<file path="src/rtl/hpt_pkg.sv">
package hpt_pkg;

  // Strobes from control to datapath
  typedef struct packed {
    logic capture;  // register a new result this cycle
    logic mode64;   // wide table format selected
  } hptStrobeT;

endpackage

</file>
<file path="src/rtl/hpt_ctrl.sv">
module hpt_ctrl
  import hpt_pkg::*;
(
  input  logic      clk,
  input  logic      rstN,
  input  logic      inValid,
  input  logic      inMode64,
  output hptStrobeT strobe,
  output logic      outValid
);

  assign strobe.capture = inValid;
  assign strobe.mode64  = inMode64;

  always_ff @(posedge clk) begin
    if (!rstN) outValid <= 1'b0;
    else       outValid <= inValid;
  end

  // result strobe follows request by exactly one cycle
  assert_latency_hi_R1: assert property (@(posedge clk) disable iff (!rstN)
    inValid |=> outValid);
  assert_latency_lo_R1: assert property (@(posedge clk) disable iff (!rstN)
    !inValid |=> !outValid);

endmodule

</file>
<file path="src/rtl/hpt_sizedec.sv">
module hpt_sizedec #(
  parameter int ADDR_W  = 64,
  parameter int SZ32_W  = 9,
  parameter int LOG_W   = 5,
  parameter int LOG_MAX = 28
) (
  input  logic              clk,
  input  logic              rstN,
  input  logic              mode64,
  input  logic [SZ32_W-1:0] sizeField,
  output logic [ADDR_W-1:0] sizeMask,
  output logic              overflow
);

  localparam logic [ADDR_W-1:0] FULL = (ADDR_W'(1) << LOG_MAX) - ADDR_W'(1);

  logic [LOG_W-1:0] logRaw;
  logic [LOG_W-1:0] logEff;

  assign logRaw   = sizeField[LOG_W-1:0];
  assign overflow = mode64 && (int'(logRaw) > LOG_MAX);
  assign logEff   = overflow ? LOG_W'(LOG_MAX) : logRaw;

  always_comb begin
    if (mode64) sizeMask = FULL >> (LOG_W'(LOG_MAX) - logEff);
    else        sizeMask = ADDR_W'(sizeField);
  end

  // a wide-mode size mask never exceeds the clamp limit
  assert_clamp_R9: assert property (@(posedge clk) disable iff (!rstN)
    mode64 |-> ($countones(sizeMask) <= LOG_MAX));

endmodule

</file>
<file path="src/rtl/hpt_hash.sv">
module hpt_hash #(
  parameter int ADDR_W    = 64,
  parameter int VSID_W    = 52,
  parameter int HASH_SH   = 6,
  parameter int HASH_W    = 19,
  parameter int BASE_SH   = 16,
  parameter int TAG_VSH   = 7,
  parameter int TAG_PSH   = 10,
  parameter int TAG_PLO   = 0,
  parameter int TAG_PW    = 6
) (
  input  logic              clk,
  input  logic              rstN,
  input  logic [VSID_W-1:0] vsid,
  input  logic [ADDR_W-1:0] pageIdx,
  input  logic [ADDR_W-1:0] sizeMask,
  input  logic [ADDR_W-1:0] desc,
  output logic [ADDR_W-1:0] groupPri,
  output logic [ADDR_W-1:0] groupSec,
  output logic [ADDR_W-1:0] tag
);

  localparam logic [ADDR_W-1:0] HASH_MASK =
    ((ADDR_W'(1) << HASH_W) - ADDR_W'(1)) << HASH_SH;
  localparam logic [ADDR_W-1:0] LOW_MASK =
    ((ADDR_W'(1) << (BASE_SH - HASH_SH)) - ADDR_W'(1)) << HASH_SH;
  localparam logic [ADDR_W-1:0] BASE_KEEP =
    ~((ADDR_W'(1) << BASE_SH) - ADDR_W'(1));
  localparam logic [ADDR_W-1:0] TAG_PMASK =
    ((ADDR_W'(1) << TAG_PW) - ADDR_W'(1)) << TAG_PLO;

  logic [ADDR_W-1:0] vsidExt;
  logic [ADDR_W-1:0] hashPri;
  logic [ADDR_W-1:0] hashSec;
  logic [ADDR_W-1:0] combMask;
  logic [ADDR_W-1:0] tblBase;

  assign vsidExt  = ADDR_W'(vsid);
  assign hashPri  = ((vsidExt ^ pageIdx) << HASH_SH) & HASH_MASK;
  assign hashSec  = ~hashPri & HASH_MASK;
  assign combMask = (sizeMask << BASE_SH) | LOW_MASK;
  assign tblBase  = desc & BASE_KEEP;
  assign groupPri = tblBase | (hashPri & combMask);
  assign groupSec = tblBase | (hashSec & combMask);
  assign tag      = (vsidExt << TAG_VSH) | ((pageIdx >> TAG_PSH) & TAG_PMASK);

  // both groups share every bit outside the hashed window
  assert_sec_base_R5: assert property (@(posedge clk) disable iff (!rstN)
    ((groupPri ^ groupSec) & ~combMask) == '0);

endmodule

</file>
<file path="src/rtl/hpt_datapath.sv">
module hpt_datapath
  import hpt_pkg::*;
#(
  parameter int ADDR_W  = 64,
  parameter int VSID_W  = 52,
  parameter int PAGE_SH = 12,
  parameter int H32_SH  = 6,
  parameter int H32_W   = 19,
  parameter int B32_SH  = 16,
  parameter int SZ32_W  = 9,
  parameter int H64_SH  = 7,
  parameter int H64_W   = 39,
  parameter int B64_SH  = 18,
  parameter int LOG_W   = 5,
  parameter int LOG_MAX = 28
) (
  input  logic              clk,
  input  logic              rstN,
  input  hptStrobeT         strobe,
  input  logic [VSID_W-1:0] inVsid,
  input  logic [ADDR_W-1:0] inEa,
  input  logic [ADDR_W-1:0] inSegMask,
  input  logic [ADDR_W-1:0] inTableDesc,
  output logic [ADDR_W-1:0] groupPriQ,
  output logic [ADDR_W-1:0] groupSecQ,
  output logic [ADDR_W-1:0] tagQ,
  output logic              sizeErrQ
);

  localparam int NFMT = 2;  // index 0: narrow, index 1: wide

  logic [ADDR_W-1:0] pageIdx;
  logic [ADDR_W-1:0] sizeMask;
  logic              sizeOvf;
  logic [ADDR_W-1:0] priFmt [NFMT];
  logic [ADDR_W-1:0] secFmt [NFMT];
  logic [ADDR_W-1:0] tagFmt [NFMT];

  assign pageIdx = (inEa & inSegMask) >> PAGE_SH;

  hpt_sizedec #(
    .ADDR_W(ADDR_W), .SZ32_W(SZ32_W), .LOG_W(LOG_W), .LOG_MAX(LOG_MAX)
  ) sizedec_i (
    .clk(clk), .rstN(rstN), .mode64(strobe.mode64),
    .sizeField(inTableDesc[SZ32_W-1:0]),
    .sizeMask(sizeMask), .overflow(sizeOvf)
  );

  for (genvar f = 0; f < NFMT; f++) begin : g_fmt
    if (f == 0) begin : g_narrow
      hpt_hash #(
        .ADDR_W(ADDR_W), .VSID_W(VSID_W), .HASH_SH(H32_SH), .HASH_W(H32_W),
        .BASE_SH(B32_SH), .TAG_VSH(7), .TAG_PSH(10), .TAG_PLO(0), .TAG_PW(6)
      ) hash_i (
        .clk(clk), .rstN(rstN), .vsid(inVsid), .pageIdx(pageIdx),
        .sizeMask(sizeMask), .desc(inTableDesc),
        .groupPri(priFmt[f]), .groupSec(secFmt[f]), .tag(tagFmt[f])
      );
    end else begin : g_wide
      hpt_hash #(
        .ADDR_W(ADDR_W), .VSID_W(VSID_W), .HASH_SH(H64_SH), .HASH_W(H64_W),
        .BASE_SH(B64_SH), .TAG_VSH(12), .TAG_PSH(4), .TAG_PLO(7), .TAG_PW(5)
      ) hash_i (
        .clk(clk), .rstN(rstN), .vsid(inVsid), .pageIdx(pageIdx),
        .sizeMask(sizeMask), .desc(inTableDesc),
        .groupPri(priFmt[f]), .groupSec(secFmt[f]), .tag(tagFmt[f])
      );
    end
  end

  always_ff @(posedge clk) begin
    if (!rstN) begin
      groupPriQ <= '0;
      groupSecQ <= '0;
      tagQ      <= '0;
      sizeErrQ  <= 1'b0;
    end else if (strobe.capture) begin
      groupPriQ <= priFmt[strobe.mode64];
      groupSecQ <= secFmt[strobe.mode64];
      tagQ      <= tagFmt[strobe.mode64];
      sizeErrQ  <= sizeOvf;
    end
  end

  // results hold while no request is captured
  assert_hold_R2: assert property (@(posedge clk) disable iff (!rstN)
    !strobe.capture |=> ($stable(groupPriQ) && $stable(groupSecQ) &&
                         $stable(tagQ) && $stable(sizeErrQ)));

  // narrow-mode requests never flag a size error
  assert_no_err32_R9: assert property (@(posedge clk) disable iff (!rstN)
    (strobe.capture && !strobe.mode64) |=> !sizeErrQ);

endmodule

</file>
<file path="src/rtl/hpt_group_gen.sv">
module hpt_group_gen
  import hpt_pkg::*;
#(
  parameter int ADDR_W  = 64,
  parameter int VSID_W  = 52,
  parameter int PAGE_SH = 12,
  parameter int H32_SH  = 6,
  parameter int H32_W   = 19,
  parameter int B32_SH  = 16,
  parameter int SZ32_W  = 9,
  parameter int H64_SH  = 7,
  parameter int H64_W   = 39,
  parameter int B64_SH  = 18,
  parameter int LOG_W   = 5,
  parameter int LOG_MAX = 28
) (
  input  logic              clk,
  input  logic              rstN,
  input  logic              inValid,
  input  logic              inMode64,
  input  logic [VSID_W-1:0] inVsid,
  input  logic [ADDR_W-1:0] inEa,
  input  logic [ADDR_W-1:0] inSegMask,
  input  logic [ADDR_W-1:0] inTableDesc,
  output logic              outValid,
  output logic [ADDR_W-1:0] outGroupPri,
  output logic [ADDR_W-1:0] outGroupSec,
  output logic [ADDR_W-1:0] outTag,
  output logic              outSizeErr
);

  hptStrobeT strobe;

  hpt_ctrl ctrl_i (
    .clk(clk), .rstN(rstN), .inValid(inValid), .inMode64(inMode64),
    .strobe(strobe), .outValid(outValid)
  );

  hpt_datapath #(
    .ADDR_W(ADDR_W), .VSID_W(VSID_W), .PAGE_SH(PAGE_SH),
    .H32_SH(H32_SH), .H32_W(H32_W), .B32_SH(B32_SH), .SZ32_W(SZ32_W),
    .H64_SH(H64_SH), .H64_W(H64_W), .B64_SH(B64_SH),
    .LOG_W(LOG_W), .LOG_MAX(LOG_MAX)
  ) dp_i (
    .clk(clk), .rstN(rstN), .strobe(strobe),
    .inVsid(inVsid), .inEa(inEa), .inSegMask(inSegMask),
    .inTableDesc(inTableDesc),
    .groupPriQ(outGroupPri), .groupSecQ(outGroupSec),
    .tagQ(outTag), .sizeErrQ(outSizeErr)
  );

endmodule

</file>
<file path="config.mk">
export PLATFORM = sky130hd
export DESIGN_NAME = hpt_group_gen
export DESIGN_NICKNAME = d
export VERILOG_FILES = /design/src/rtl/hpt_pkg.sv /design/src/rtl/hpt_ctrl.sv /design/src/rtl/hpt_sizedec.sv /design/src/rtl/hpt_hash.sv /design/src/rtl/hpt_datapath.sv /design/src/rtl/hpt_group_gen.sv
export SDC_FILE = /design/constraint.sdc
export NUM_CORES = 1
export LEC_CHECK = 0
export BUFFER_PORTS_ARGS = -buffer_cell sky130_fd_sc_hd__buf_4
export CORE_AREA = 2 2 174 176
export DETAILED_ROUTE_END_ITERATION = 10
export DIE_AREA = 0 0 176 178
export SLEW_MARGIN = 20
export SYNTH_ARGS = -nofsm -noshare
export SYNTH_HDL_FRONTEND = slang
export SYNTH_SLANG_ARGS = --single-unit
</file>
<file path="constraint.sdc">
create_clock -name clk -period 3.2 [get_ports clk]
set_input_delay 0.48 -clock clk [delete_from_list [all_inputs] [get_ports clk]]
set_output_delay 0.48 -clock clk [all_outputs]
set_load 0.05 [all_outputs]
</file>
==> results.py <==
metrics = {
    "global_route": {
        "grt_max_degree": 112,
        "grt_antenna_before_repair": 0,
        "grt_pass1_vias": 7682,
        "grt_use_total_pct": 19.46,
        "grt_pass1_wl_mm": 46.27,
        "overflow": 0,
    },
    "synth": {
        "synth_area_leaders": "dfxtp_1 39%, mux2i_1 9.0%, o211a_1 6.2%",
        "synth.avg_cell_area_um2": 8.641,
        "synth-seq-cells": 163,
        "async_flop_share_pct": 0,
        "ys_seq_area_share_pct": 39.05,
        "postSynthCellCount": 967,
        "ys.flop_type": "dfxtp_1",
        "yosysTopAreaCell": "dfxtp_1",
        "ys_warn_count": 0,
        "synth_edf_count": 0,
        "synth_top_area_share_pct": 39.05,
        "ys_types": 45,
        "syn_area_mm2": 0.008356,
    },
    "layout": {
        "final_area_mm2": 0.01181,
        "num-nets-final": 1531,
        "register_area_mm2": 0.003263,
        "multiInputGateArea_mm2": 0.004414,
        "final_common_cell": "buf_4",
        "num_antenna_cells": 0,
        "areaGrowthSynthToFinish_pct": 41.39,
        "fillCellCount": 2971,
        "layout_common_cells": "381 x buf_4, 163 x dfxtp_1, 131 x nand2_1",
        "drive_gt1_share_pct": 32.43,
    },
    "clock_tree": {
        "htree_levels": 4,
        "postCtsHoldBufs": 0,
        "clk_pin_slew_ns": 0.08,
        "cts.path.max_buffers": 2,
        "clk_latency_ns": 0.41,
        "cts-root-buf": "clkbuf_16",
        "ctsResizeCount": 0,
        "cts_sinks": 163,
        "cts_buffers": 17,
        "cts_tree": "built",
        "post_cts_buffers": 0,
    },
    "timing": {
        "fmax_mhz": 390.1,
        "hold_viol": 0,
        "report.final.slew_viol_count": 0,
        "post-route-period-util_pct": 80.12,
        "finClkSkew_ns": 0,
        "rsz0062_at_grt": "no",
        "period_needed_ns": 2.564,
        "setup-violations-final": 0,
        "fin_tns_setup_ns": 0,
        "slew_headroom_pct": 52.84,
        "worst_slew_pin_slew_ns": 0.7074,
    },
    "worst_setup_path": {
        "crit_path_end_kind": "flip-flop",
        "worstPathCellList": "buf_4 > inv_1 > or3_1 > o21a_1 > ha_1 > nor2b_1 > a21oi_1 > o21ai_0 > a32o_1",
        "worstPathRequired_ns": 3.56,
        "cp_data_arrival_time_ns": 2.93,
        "worst_path_max_delay_cell": "nor2b_1",
        "critPathLaunchType": "input pin",
        "r2r_cells": 3,
        "crit_type": "in2reg",
        "slowest_delay_ns": 0.57,
        "crit_fanout": 14,
    },
    "place": {
        "io_buffers": 371,
        "hpwlAfterDp_mm": 23.85,
        "dpl_cell_area_mm2": 0.01125,
        "gp_congestion": 0.8627,
    },
    "power": {
        "clkPwrFrac_pct": 33.7,
        "p_int_w": 0.003820,
        "p_leak_nw": 5.767,
        "ir_drop_v": 0.0003500,
        "power.switching_w": 0.002181,
        "swShare_pct": 36.34,
        "p_comb_share_pct": 28.7,
        "p_seq_share_pct": 37.6,
        "power.density_mw_per_mm2": 508.0,
    },
    "floorplanning": {
        "start_util_pct": 28.42,
        "rows": 63,
        "io_pins": 442,
        "die_w_um": 176,
        "die_area_mm2": 0.03133,
        "core-area_mm2": 0.02940,
        "die_h_um": 178,
    },
    "drt": {
        "routed_wl_mm": 31.53,
        "drtPass1Iterations": 5,
        "wire_per_inst_um": 18.74,
        "drc": 0,
        "drt_iter0_drc": 529,
        "ant_nets": 0,
        "viasPerCell": 4.768,
        "vias": 8020,
    },
    "min_path": {
        "hold_path.class": "in2reg",
        "hold_path_depth": 3,
    },
    "status": {
        "outcome": "complete, no violations",
    },
    "job": {
        "drv_cap": 0,
    },
}
-- through the flow --
| step | util [%] | instances | hold slack, ns | setup WS, ns | total power [W] |
|---|---|---|---|---|---|
| 6_report | 40.18 | 1682 | 0.3108 | 0.6363 | 0.006001 |
| 5_1_grt | 40.18 | 1682 | 0.3051 | 0.4795 | 0.006261 |
| 4_1_cts | 40.18 | 1682 | 0.2933 | 0.6734 | 0.006066 |
| 3_5_place_dp | 38.27 | 1650 | 0.4684 | 0.2541 | 0.004029 |
| 3_3_place_gp | 38.27 | 1650 | 0.4626 | 0.2765 | 0.004016 |
| 2_1_floorplan | - | 979 | 0.6410 | 0.5620 | 0.003403 |
-- cells by family after synthesis --
family | synth area share, %
compound gates | 21.83
xor+xnor | 5.136
fa+ha+maj | 1.318
buf+inv | 8.655
flops | 39.05
mux | 9.119
other cells | 0.04488
simple gates | 14.84
-- area by class of cell --
cell class                      count  area share, %
Clock buffer                       19          3.749
Clock inverter                     13         0.9956
Inverter                           41          1.303
Multi-Input combinational cell    671          37.37
Sequential cell                   163          27.62
Tap cell                          390          4.130
Timing Repair Buffer              385          24.84
-- worst max-delay path, delay by kind of cell --
family | cells | cell delay [ns]
simple gates | 2 | 0.99
compound gates | 4 | 0.74
fa+ha+maj | 1 | 0.44
buf+inv | 2 | 0.25
-- final timing paths --
path              slack, ns               start                 end
setup / recovery       0.64      inTableDesc[3]  dp_i.groupSecQ[35]
hold / removal         0.31          inVsid[48]       dp_i.tagQ[60]
setup reg to reg       2.28  dp_i.groupPriQ[43]  dp_i.groupPriQ[43]
hold reg to reg        0.48       dp_i.tagQ[12]       dp_i.tagQ[12]
-- state kept, by name, summed over array words and instances, names as in the netlist --
register	flops
dp_i.groupSecQ	57
ctrl_i.outValid	1
dp_i.sizeErrQ	1
dp_i.groupPriQ	41
dp_i.tagQ	63
-- power groups by stage --
stage	registers, W	clock network (W)	logic, W
global route	0.00227	0.00216	0.00183
detailed placement	0.00230	0	0.00173
CTS	0.00226	0.00208	0.00173
finish	0.00226	0.00202	0.00172
floorplan	0.00279	0	0.000614
global placement	0.00230	0	0.00172
-- cells in the mapped netlist (2+ instances only) --
master and number:
dfxtp_1 163, nand2_1 131, o21ai_0 86, mux2i_1 75
nor2b_1 57, a21oi_1 54, o211a_1 52, inv_1 41
buf_4 36, clkbuf_1 36, xor2_1 34, buf_2 29
a22o_1 16, and2_1 16, a32o_1 15, nand2b_1 15
o211ai_1 15, xnor2_1 15, nand3_1 13, nor2_1 13
o22ai_1 9, maj3_1 6, o31ai_1 5, ha_1 4
o21a_1 3, a211oi_1 2, a21o_1 2, buf_1 2
nor3b_1 2, nor4_1 2, o21ai_1 2, or3_1 2
or4_1 2
-- per-layer routing --
| layer | share of wire, % | global-route usage [%] |
|---|---|---|
| met5 | 0 | 0 |
| met3 | 6.3 | 3.964 |
| met1 | 45 | 26.28 |
| met2 | 48 | 32.12 |
| met4 | 1.0 | 4.201 |
(Power assumes the default switching activity.)
